$ cat src/rtl/bru_pkg.sv
package bru_pkg;
  localparam int unsigned OP_W = 3;

  localparam logic [OP_W-1:0] OPC_ALU  = 3'b000;
  localparam logic [OP_W-1:0] OPC_JUMP = 3'b010;
  localparam logic [OP_W-1:0] OPC_JREG = 3'b011;
  localparam logic [OP_W-1:0] OPC_BRZ  = 3'b100;
  localparam logic [OP_W-1:0] OPC_BRNZ = 3'b101;

  typedef enum logic [1:0] {
    SRC_SEQ  = 2'd0,
    SRC_JABS = 2'd1,
    SRC_RIND = 2'd2,
    SRC_BR   = 2'd3
  } pc_src_e;
endpackage

$ cat src/rtl/bru_target_gen.sv
module bru_target_gen #(
  parameter int unsigned XLEN  = 32,
  parameter int unsigned IDX_W = 26,
  parameter int unsigned OFF_W = 16
) (
  input  logic [XLEN-1:0]  fetch_pc_i,
  input  logic [XLEN-1:0]  dec_pc_i,
  input  logic [IDX_W-1:0] imm_i,
  output logic [XLEN-1:0]  seq_pc_o,
  output logic [XLEN-1:0]  jabs_pc_o,
  output logic [XLEN-1:0]  br_pc_o
);
  localparam int unsigned REGION_W = XLEN - IDX_W - 2;
  localparam int unsigned EXT_W    = XLEN - OFF_W;

  logic [XLEN-1:0] dec_link;
  logic [XLEN-1:0] off_ext;

  assign seq_pc_o  = fetch_pc_i + XLEN'(4);
  assign dec_link  = dec_pc_i + XLEN'(4);
  assign jabs_pc_o = {dec_link[XLEN-1 -: REGION_W], imm_i, 2'b00};
  assign off_ext   = {{EXT_W{imm_i[OFF_W-1]}}, imm_i[OFF_W-1:0]};
  assign br_pc_o   = dec_link + (off_ext << 2);
endmodule

$ cat src/rtl/bru_zero_det.sv
module bru_zero_det #(
  parameter int unsigned XLEN = 32
) (
  input  logic [XLEN-1:0] data_i,
  output logic            is_zero_o
);
  assign is_zero_o = ~|data_i;
endmodule

$ cat src/rtl/bru_ctrl.sv
module bru_ctrl
  import bru_pkg::*;
(
  input  logic            valid_i,
  input  logic            stall_i,
  input  logic [OP_W-1:0] op_i,
  input  logic            is_zero_i,
  output pc_src_e         src_o,
  output logic            kill_o
);
  logic is_branch;
  logic br_taken;

  assign is_branch = (op_i[OP_W-1 -: 2] == OPC_BRZ[OP_W-1 -: 2]);
  // op bit 0 flips the sense: 0 = taken on zero, 1 = taken on non-zero
  assign br_taken  = is_zero_i ^ op_i[0];

  always_comb begin
    src_o = SRC_SEQ;
    if (valid_i && !stall_i) begin
      if (op_i == OPC_JUMP)            src_o = SRC_JABS;
      else if (op_i == OPC_JREG)       src_o = SRC_RIND;
      else if (is_branch && br_taken)  src_o = SRC_BR;
    end
  end

  assign kill_o = (src_o != SRC_SEQ);
endmodule

$ cat src/rtl/bru_pc_mux.sv
module bru_pc_mux
  import bru_pkg::*;
#(
  parameter int unsigned XLEN = 32
) (
  input  pc_src_e         src_i,
  input  logic [XLEN-1:0] seq_pc_i,
  input  logic [XLEN-1:0] jabs_pc_i,
  input  logic [XLEN-1:0] rind_pc_i,
  input  logic [XLEN-1:0] br_pc_i,
  output logic [XLEN-1:0] pc_o
);
  always_comb begin
    unique case (src_i)
      SRC_JABS: pc_o = jabs_pc_i;
      SRC_RIND: pc_o = rind_pc_i;
      SRC_BR:   pc_o = br_pc_i;
      default:  pc_o = seq_pc_i;
    endcase
  end
endmodule

$ cat src/rtl/bru_decode_resolve.sv
module bru_decode_resolve
  import bru_pkg::*;
#(
  parameter int unsigned XLEN  = 32,
  parameter int unsigned IDX_W = 26,
  parameter int unsigned OFF_W = 16
) (
  input  logic [XLEN-1:0]  fetch_pc_i,
  input  logic             dec_valid_i,
  input  logic             dec_stall_i,
  input  logic [OP_W-1:0]  dec_op_i,
  input  logic [XLEN-1:0]  dec_pc_i,
  input  logic [IDX_W-1:0] dec_imm_i,
  input  logic [XLEN-1:0]  rs_data_i,
  output logic [XLEN-1:0]  next_pc_o,
  output logic             kill_o
);
  logic [XLEN-1:0] seq_pc, jabs_pc, br_pc;
  logic            rs_zero;
  pc_src_e         pc_src;

  bru_target_gen #(.XLEN(XLEN), .IDX_W(IDX_W), .OFF_W(OFF_W)) u_tgt (
    .fetch_pc_i(fetch_pc_i),
    .dec_pc_i  (dec_pc_i),
    .imm_i     (dec_imm_i),
    .seq_pc_o  (seq_pc),
    .jabs_pc_o (jabs_pc),
    .br_pc_o   (br_pc)
  );

  bru_zero_det #(.XLEN(XLEN)) u_zero (
    .data_i   (rs_data_i),
    .is_zero_o(rs_zero)
  );

  bru_ctrl u_ctrl (
    .valid_i  (dec_valid_i),
    .stall_i  (dec_stall_i),
    .op_i     (dec_op_i),
    .is_zero_i(rs_zero),
    .src_o    (pc_src),
    .kill_o   (kill_o)
  );

  bru_pc_mux #(.XLEN(XLEN)) u_mux (
    .src_i    (pc_src),
    .seq_pc_i (seq_pc),
    .jabs_pc_i(jabs_pc),
    .rind_pc_i(rs_data_i),
    .br_pc_i  (br_pc),
    .pc_o     (next_pc_o)
  );
endmodule

$ cat config.mk
export PLATFORM = sky130hd
export DESIGN_NAME = bru_decode_resolve
export DESIGN_NICKNAME = d
export VERILOG_FILES = /design/src/rtl/bru_pkg.sv /design/src/rtl/bru_target_gen.sv /design/src/rtl/bru_zero_det.sv /design/src/rtl/bru_ctrl.sv /design/src/rtl/bru_pc_mux.sv /design/src/rtl/bru_decode_resolve.sv
export SDC_FILE = /design/constraint.sdc
export NUM_CORES = 1
export LEC_CHECK = 0
export ABC_CLOCK_PERIOD_IN_PS = 4400
export BUFFER_PORTS_ARGS = -buffer_cell sky130_fd_sc_hd__buf_2
export CAP_MARGIN = 20
export CORE_MARGIN = 2
export CORE_UTILIZATION = 30
export DETAILED_ROUTE_END_ITERATION = 10
export PLACE_DENSITY = 0.54
export SYNTH_ARGS = -nofsm -noshare
export SYNTH_HDL_FRONTEND = slang
export SYNTH_SLANG_ARGS = --single-unit
$ cat constraint.sdc
create_clock -name vclk -period 4.4
set_clock_uncertainty 0.05 [all_clocks]
set_input_delay 0.66 -clock vclk [all_inputs]
set_output_delay 0.66 -clock vclk [all_outputs]
set_load 0.01 [all_outputs]
==> reports/qor.csv, run 1 <==
metric,value,unit
data required time of the worst path,3.69,ns
post-synthesis cell type count,64,
largest net degree at the start of global routing,32,
startpoint types,input pin,
GRT overflow,0,
DP HPWL,13.2,mm
crit path kind,input pin to output pin,
Layout Nets,956,
Antenna Cells,0,
P&R area growth vs syn,52.4,%
# DRC,0,
yosys warns,0,
Initial DRT Pass Iterations,5,
I/O Pins,160,
share of cells above drive strength 1,0.388,
routed vias,5102,
Die Y-Extent,114,um
Rows,40,
setup ws final,-0.119,ns
initial antenna violation count,0,
Tcrit/Tclk final,1.03,
WL final,15.7,mm
final hold viol count,0,
Yosys top cell by area,ha_1,
status,finished with violations,
Worst Tran Pin Value,0.751,ns
syn_area_per_cell,6.52,um^2
slowest CP cell,a311o_2,
setup violators final,1,
dpl cells,928,
Worst path top cell family by delay,compound AO/OA/AOI/OAI gates,
setup_tns,-0.119,ns
crit path cell chain,buf_6 > and4_4 > nand4_4 > nor2_4 > nand3_2 > xnor2_2 > ha_4 > a21oi_2 > a21boi_1 > o2111ai_1 > a41o_1 > o211ai_2 > a311o_2 > a221oi_4 > buf_4 > a311o_1 > a211oi_2 > buf_2,
DR iter-0 viols,419,
CP Max Fanout,4,
I/O Buffers,160,
Crit. End Element,output pin,
maxcap violations,0,
chip width,114,um
fin cells,939,
Rel. slew slack,0.495,
Max Fclk,221,MHz
Post-CTS Hold Buffers,0,
synth top area cells,"ha_1 (12%), xnor2_1 (11%), xor2_1 (7.5%)",
Lkg Pwr,2.55,nW
failing checks,negative setup slack,
CP Buf/Inv Count,3,
maximum VDD drop,0.0369,mV
Die Footprint,13000,um^2
register area,0,um^2
top cell type's share of synthesized area,0.117,
clkbuf count,0,
first-pass GRT wire length,24.6,mm
pre-CTS setup slack,-0.372,ns
vias in the first global route,4982,
RD Place Congestion,0.933,
register area share after synthesis,0,
hold crit path type,input pin to output pin,
largest stage delay on the critical path,0.43,ns
syn_nets,718,
Seq cells,0,
pwr dens,114,nW/um^2
Syn Inst Count,556,
RSZ-0062 raised after global routing,true,
core area,11900,um^2
Total GRT Usage,0.229,
vias per cell,5.43,
Post-DRT Antenna Nets,0,
Initial Util,0.305,
Crit path arrival time,3.81,ns
drt wl/cell,16.7,um
Final min period,4.52,ns
Post-Syn Area,3630,um^2
Max Slew Vio Count,0,
[through the flow]
step	util	hold slack (ns)	cell area, um^2	power (mW)
after CTS	0.450	1.60	5360	0.596
after global placement	0.434	1.61	5170	0.568
after floorplan	-	1.42	3630	0.306
after detailed placement	0.434	1.60	5170	0.571
final	0.464	1.60	5530	0.631
after global routing	0.464	1.63	5530	0.687
[worst paths after layout]
| path | startpoint | end | slack [ns] | cells past startpoint |
|---|---|---|---|---|
| max | dec_pc_i[4] | next_pc_o[31] | -0.12 | 18 |
| min | fetch_pc_i[0] | next_pc_o[0] | 1.60 | 4 |
[what timing repair did]
action                     in CTS  in global routing
setup endpoints to repair       8                 16
resized for setup              27                 32
pin swaps                      24                 24
buffers inserted                8                  4
cloned                          0                  0
[worst min-delay path, stage by stage]
cell and delay [ns]:
buf_2 0.09, nand2_1 0.04, a31oi_1 0.07, buf_2 0.13
[cell type report]
type	count	area (um^2)
inverter	13	48.8
tap	147	184
fill	1243	6380
multi-input combinational	524	3730
timing repair buffer	255	1570
[synth_stat cells, drive strengths merged (13+ instances only)]
master  count
a21o       13
a21oi      54
a31oi      13
ha         34
inv        13
nand2      61
nand3      35
nand4      21
nor2       61
o21ai      34
o22ai      13
xnor2      46
xor2       31
[power breakdown]
| group | switching, mW | leakage, nW | internal, mW |
|---|---|---|---|
| Clock | 0 | 0 | 0 |
| Sequential | 0 | 0 | 0 |
| Combinational | 0.332 | 2.55 | 0.299 |
[cell families after synthesis]
kind of cell | Yosys count | share of synthesized area
AND/OR/NAND/NOR | 237 | 0.342
AO/OA/AOI/OAI | 168 | 0.291
XOR/XNOR | 77 | 0.186
adder cells (fa/ha/maj) | 35 | 0.123
buffers and inverters | 32 | 0.0376
multiplexers | 7 | 0.0200
[per-layer routing]
layer	GRT usage	routed length, um	vias up
li1	-	-	2561
met3	0.0170	822	27
met5	0	0	-
met2	0.396	7340	168
met4	0.0455	365	0
met1	0.312	7140	2346
[placed cells by master (no fill, tap or decap), drive strengths merged, types with 5 or more instances in the layout]
cell type | Yosys | final
buf | 9 | 255
nand2 | 61 | 61
nor2 | 61 | 61
a21oi | 54 | 54
xnor2 | 46 | 46
nand3 | 35 | 35
ha | 34 | 34
o21ai | 34 | 34
xor2 | 31 | 31
nand4 | 21 | 21
a21o | 13 | 13
o22ai | 13 | 13
inv | 13 | 13
a31oi | 13 | 13
nor4 | 12 | 12
and3 | 9 | 9
o211ai | 8 | 8
nand2b | 7 | 7
and4 | 7 | 7
nor2b | 6 | 6
a211oi | 6 | 6
mux2i | 5 | 5
No activity file was read; power rests on OpenSTA's default activity.
==> run 2: changes to the inputs <==
Settings changed: RECOVER_POWER from default to 50.
==> run 2 against run 1 <==
Net effect: the run still ends with negative setup slack left; total power fell by 0.31%; wire length barely moved; first-iteration DRC count rose by 7.4%; combinational power barely moved; cell area fell by 0.43%; maximum frequency fell by 0.29%; utilization fell by 0.20 points; worst setup slack got worse by 0.013 ns; global-route usage did not move; flip-flop and latch count did not move; highest routed layer unchanged.
==> reports/qor.csv, run 2 (same netlist as run 1, synthesis figures left out) <==
metric,value,unit,change
chip width,114,um,unchanged
Lkg Pwr,2.53,nW,-0.76%
Rel. slew slack,0.499,,+0.00371
P&R area growth vs syn,51.8,%,
CP Max Fanout,4,,unchanged
crit path kind,input pin to output pin,,
vias in the first global route,4982,,unchanged
most used routing layer in global routing,met2,,
"commonest non-fill, non-tap cell in the layout",buf_2,,
RD Place Congestion,0.933,,unchanged
maxcap violations,0,,unchanged
area of the multi-input gates,3720,um^2,about the same
first-pass GRT wire length,24.6,mm,unchanged
Tcrit/Tclk final,1.03,,+0.00297
Layout Nets,956,,unchanged
largest stage delay on the critical path,0.43,ns,about the same
startpoint types,input pin,,
clkbuf count,0,,unchanged
largest net degree at the start of global routing,32,,unchanged
DP HPWL,13.2,mm,unchanged
# DRC,0,,unchanged
pwr dens,114,nW/um^2,+0.12%
Crit path arrival time,3.82,ns,about the same
Setup crit start,dec_pc_i[4],,
Max Slew Vio Count,0,,unchanged
Hold Path End,next_pc_o[0],,
register area,0,um^2,unchanged
RSZ-0062 raised after global routing,true,,
slowest CP cell,a311o_2,,
hold depth,4,,unchanged
WL final,15.7,mm,about the same
Clk network pwr share,0,,unchanged
met2 GRT Util,0.396,,unchanged
I/O Pins,160,,unchanged
crit path cell chain,buf_6 > and4_4 > nand4_4 > nor2_4 > nand3_2 > xnor2_2 > ha_4 > a21oi_2 > a21boi_1 > o2111ai_1 > a41o_1 > o211ai_2 > a311o_2 > a221oi_4 > buf_4 > a311o_1 > a211oi_2 > buf_2,,
hold crit path type,input pin to output pin,,
switching share of power,0.527,,+0.00116
Worst Tran Pin Value,0.745,ns,-0.00551 ns
Post-CTS Hold Buffers,0,,unchanged
fillcell total,1246,,+0.24%
P_sw,0.331,mW,about the same
M3 GR Usage,0.0170,,unchanged
Final min period,4.53,ns,+0.0130 ns
met1 Use GR,0.312,,unchanged
Comb pwr share,1.000,,about the same
min-delay src,fetch_pc_i[0],,
Initial DRT Pass Iterations,5,,unchanged
Initial Util,0.305,,unchanged
Total GRT Usage,0.229,,unchanged
Pint,0.298,mW,-0.55%
most frequent cells in the layout,"buf_2 (151), buf_4 (87), nand2_1 (61), nor2_1 (55), a21oi_1 (50)",,
pre-CTS setup slack,-0.372,ns,unchanged
failing checks,negative setup slack,,
setup ws final,-0.132,ns,-0.0130 ns
Post-DRT Antenna Nets,0,,unchanged
Seq cells,0,,unchanged
Crit. End Element,output pin,,
drt wl/cell,16.7,um,about the same
Final Power,0.629,mW,-0.31%
status,finished with violations,,
Antenna Cells,0,,unchanged
Max Fclk,221,MHz,-0.29%
Die Y-Extent,114,um,unchanged
vias per cell,5.45,,+0.31%
core area,11900,um^2,unchanged
share of power burned in registers,0,,unchanged
setup violators final,1,,unchanged
data required time of the worst path,3.69,ns,about the same
final hold viol count,0,,unchanged
Die Footprint,13000,um^2,unchanged
I/O Buffers,160,,unchanged
routed vias,5118,,+0.31%
initial antenna violation count,0,,unchanged
DR iter-0 viols,450,,+7.4%
maximum VDD drop,0.0369,mV,about the same
GRT overflow,0,,unchanged
share of cells above drive strength 1,0.383,,-0.00505
Rows,40,,unchanged
[run 2: cell types whose count changed in the layout (fill, tap and decap cells not counted), sizes merged]
cell	delta
buf	-8
clkbuf	+8
[run 2: how the worst max path moves through the flow]
| stage | end | slack [ns] | cells past startpoint |
|---|---|---|---|
| 6_report | next_pc_o[31] | -0.13 | 18 |
| 5_1_grt | next_pc_o[31] | -0.27 | 18 |
| 4_1_cts | next_pc_o[31] | -0.09 | 17 |
| 3_5_place_dp | next_pc_o[31] | -0.37 | 15 |
| 3_3_place_gp | next_pc_o[31] | -0.33 | 15 |
| 2_1_floorplan | next_pc_o[31] | 0.08 | 15 |
[run 2: power by group through the flow]
stage / Combinational (mW) / Sequential [mW] / Clock (mW)
finish: 0.629 / 0 / 0
global route: 0.685 / 0 / 0
CTS: 0.596 / 0 / 0
detailed placement: 0.571 / 0 / 0
global placement: 0.568 / 0 / 0
floorplan: 0.306 / 0 / 0
[run 2: routing by layer]
metal / routed length [um] / vias up
met3: 789 / 28
met4: 376 / 0
li1: - / 2564
met5: 0 / -
met1: 7150 / 2367
met2: 7340 / 159
[run 2: layout make-up]
type,count,share of cell area
tap,147,0.0334
inverter,13,0.00886
multi-input combinational,524,0.676
timing repair buffer,255,0.281
[run 2: stage by stage]
| stage | utilization | TNS (ns) | instance area [um^2] | std cells | hold WS (ns) |
|---|---|---|---|---|---|
| after floorplan | - | 0 | 3630 | 556 | 1.42 |
| after global placement | 0.434 | -1.05 | 5170 | 928 | 1.61 |
| after detailed placement | 0.434 | -1.07 | 5170 | 928 | 1.60 |
| after CTS | 0.450 | -0.0900 | 5360 | 936 | 1.60 |
| after global routing | 0.462 | -1.10 | 5510 | 939 | 1.63 |
| final | 0.462 | -0.132 | 5510 | 939 | 1.60 |
[run 2: what timing repair did]
item / 4_1_cts / 5_1_grt
buffers inserted: 8 / 4
setup endpoints to repair: 8 / 16
hold endpoints to repair: 0 / 0
resized for setup: 27 / 32
pin swaps: 24 / 24
[run 2: critical path, delay by kind of cell]
kind | cells | cell delay [ns]
buffers and inverters | 3 | 0.38
adder cells (fa/ha/maj) | 1 | 0.24
AND/OR/NAND/NOR | 4 | 0.62
XOR/XNOR | 1 | 0.21
AO/OA/AOI/OAI | 9 | 1.71
==> run 3: changes to the inputs <==
Settings changed: PLACE_DENSITY 0.54 to 0.53, SYNTH_HIERARCHICAL from default to 1.
==> run 3 against run 2 <==
Net effect: the run still ends with negative setup slack left; die area is 11% higher; critical path depth unchanged; cell area grew 12%; highest routed layer unchanged; largest power group unchanged.
==> reports/qor.csv, run 3 <==
metric,value,unit,change
vias in the first global route,4715,,-5.4%
Rows,42,,+5.0%
drt wl/cell,16.9,um,+1.3%
startpoint types,input pin,,
Post-DP Area,5520,um^2,+6.7%
Antenna Cells,0,,unchanged
first-pass GRT wire length,23.9,mm,-2.8%
Tcrit/Tclk final,1.01,,-0.0230
Post-DRT Antenna Nets,0,,unchanged
final hold viol count,0,,unchanged
Crit. End Element,output pin,,
Total GRT Usage,0.202,,-0.0267
top cell type's share of synthesized area,0.167,,+0.0496
initial antenna violation count,0,,unchanged
Lkg Pwr,2.68,nW,+6.1%
vias per cell,5.25,,-3.7%
Initial DRT Pass Iterations,5,,unchanged
status,finished with violations,,
fin cells,923,,-1.7%
I/O Pins,160,,unchanged
DR iter-0 viols,254,,-44%
data required time of the worst path,3.69,ns,about the same
"count leader, synth",xnor2_1,,
Crit path arrival time,3.72,ns,-0.10 ns
crit path kind,input pin to output pin,,
WL final,15.6,mm,-0.39%
pre-CTS setup slack,-0.326,ns,+0.0454 ns
maxcap violations,0,,unchanged
hold crit path type,input pin to output pin,,
"commonest non-fill, non-tap cell in the layout",buf_2,,
DP HPWL,13.2,mm,-0.25%
Rel. slew slack,0.562,,+0.0631
Finished Core Util,0.468,,+0.00623
setup violators final,2,,+1
yosys warns,6,,+6
setup ws final,-0.0311,ns,+0.101 ns
Layout Nets,915,,-4.3%
Final min period,4.43,ns,-0.101 ns
largest net degree at the start of global routing,33,,+3.1%
# DRC,0,,unchanged
hold_ws,1.67,ns,+0.0667 ns
Die Footprint,14400,um^2,+11%
chip width,120,um,+5.5%
clkbuf count,0,,unchanged
Die Y-Extent,120,um,+5.5%
share of cells above drive strength 1,0.526,,+0.144
pwr dens,121,nW/um^2,+6.1%
most frequent cells in the layout,"buf_2 (137), buf_4 (127), xnor2_1 (53), nand2_1 (47)",,
RD Place Congestion,0.908,,-2.6%
failing checks,negative setup slack,,
syn_area_per_cell,7.99,um^2,+22%
core area,13200,um^2,+11%
Post-Syn Area,4050,um^2,+12%
Max Fclk,226,MHz,+2.3%
Final Power,0.749,mW,+19%
Yosys top cell by area,mux4_2,,
CP Max Fanout,4,,unchanged
synth top area cells,"mux4_2 (17%), xnor2_1 (12%), ha_1 (12%)",,
routed vias,4845,,-5.3%
P&R area growth vs syn,52.6,%,
Seq cells,0,,unchanged
Max Slew Vio Count,0,,unchanged
GRT overflow,0,,unchanged
Initial Util,0.307,,+0.00245
dpl cells,899,,-3.1%
RSZ-0062 raised after global routing,true,,
register area,0,um^2,unchanged
maximum VDD drop,0.0317,mV,-14%
post-synthesis cell type count,65,,+1.6%
Syn Inst Count,507,,-8.8%
I/O Buffers,160,,unchanged
post-route cell area,6180,um^2,+12%
"top cells by count, synth","xnor2_1 (55), nand2_1 (51), nor2_1 (40)",,
setup_tns,-0.0387,ns,+0.0937 ns
Worst Tran Pin Value,0.658,ns,-0.0877 ns
register area share after synthesis,0,,unchanged
[run 3: cell types whose count changed in the layout (fill, tap and decap cells not counted), moves of 8 or more]
cell / delta
a21oi_1: -36
a21oi_2: +9
buf_2: -14
buf_4: +40
mux4_2: +32
nand2_1: -14
nor2_1: -23
o21ai_0: -16
o21ai_1: -8
o22ai_1: -11
xnor2_1: +11
xor2_1: -10
[run 3: worst max-delay path: stages]
cell      delay, ns
buf_6          0.07
and3_4         0.20
and4_4         0.24
and3_4         0.20
nand2_1        0.07
xnor2_1        0.14
ha_1           0.36
buf_6          0.12
buf_4          0.10
nand4_1        0.11
nor2_2         0.17
o211ai_1       0.11
buf_4          0.16
buf_4          0.12
o211ai_1       0.18
nor3_1         0.07
mux4_2         0.49
buf_6          0.14
[run 3: timing repair]
action                                  4_1_cts  5_1_grt
gates resized for setup                      48       69
cloned                                        0        0
pin swaps                                    24       47
endpoints found under the setup margin       13       15
endpoints found under the hold margin         0        0
hold buffers                                  0        0
setup buffers                                12       12
[run 3: logic make-up after synthesis]
kind of cell | synth area share
AND/OR/NAND/NOR | 0.248
XOR/XNOR | 0.179
adder cells (fa/ha/maj) | 0.122
buffers and inverters | 0.100
AO/OA/AOI/OAI | 0.164
other | 0.000926
multiplexers | 0.185
[run 3: worst paths after layout]
| path | startpoint | end | slack (ns) | depth (start not counted) |
|---|---|---|---|---|
| min | dec_imm_i[23] | next_pc_o[25] | 1.67 | 3 |
| max | dec_pc_i[4] | next_pc_o[27] | -0.03 | 18 |
[run 3: layout make-up]
type,count,area (um^2)
inverters,9,33.8
well taps,176,220
repair buffers,289,1850
multi-input cells,449,4080
fillers,1312,7010
[run 3: routing by layer]
layer	share of wire	routed length, um	GRT usage	vias up
met1	0.44	6900	0.277	2317
met3	0.054	840	0.0118	7
li1	-	-	-	2360
met5	0	0	0	-
met4	0.0048	75	0.00441	0
met2	0.50	7790	0.368	161
[run 3: report_power, final]
group,leakage [nW],switching (mW),internal (mW)
sequential,0,0,0
clock,0,0,0
combinational,2.68,0.366,0.383
total,2.68,0.366,0.383
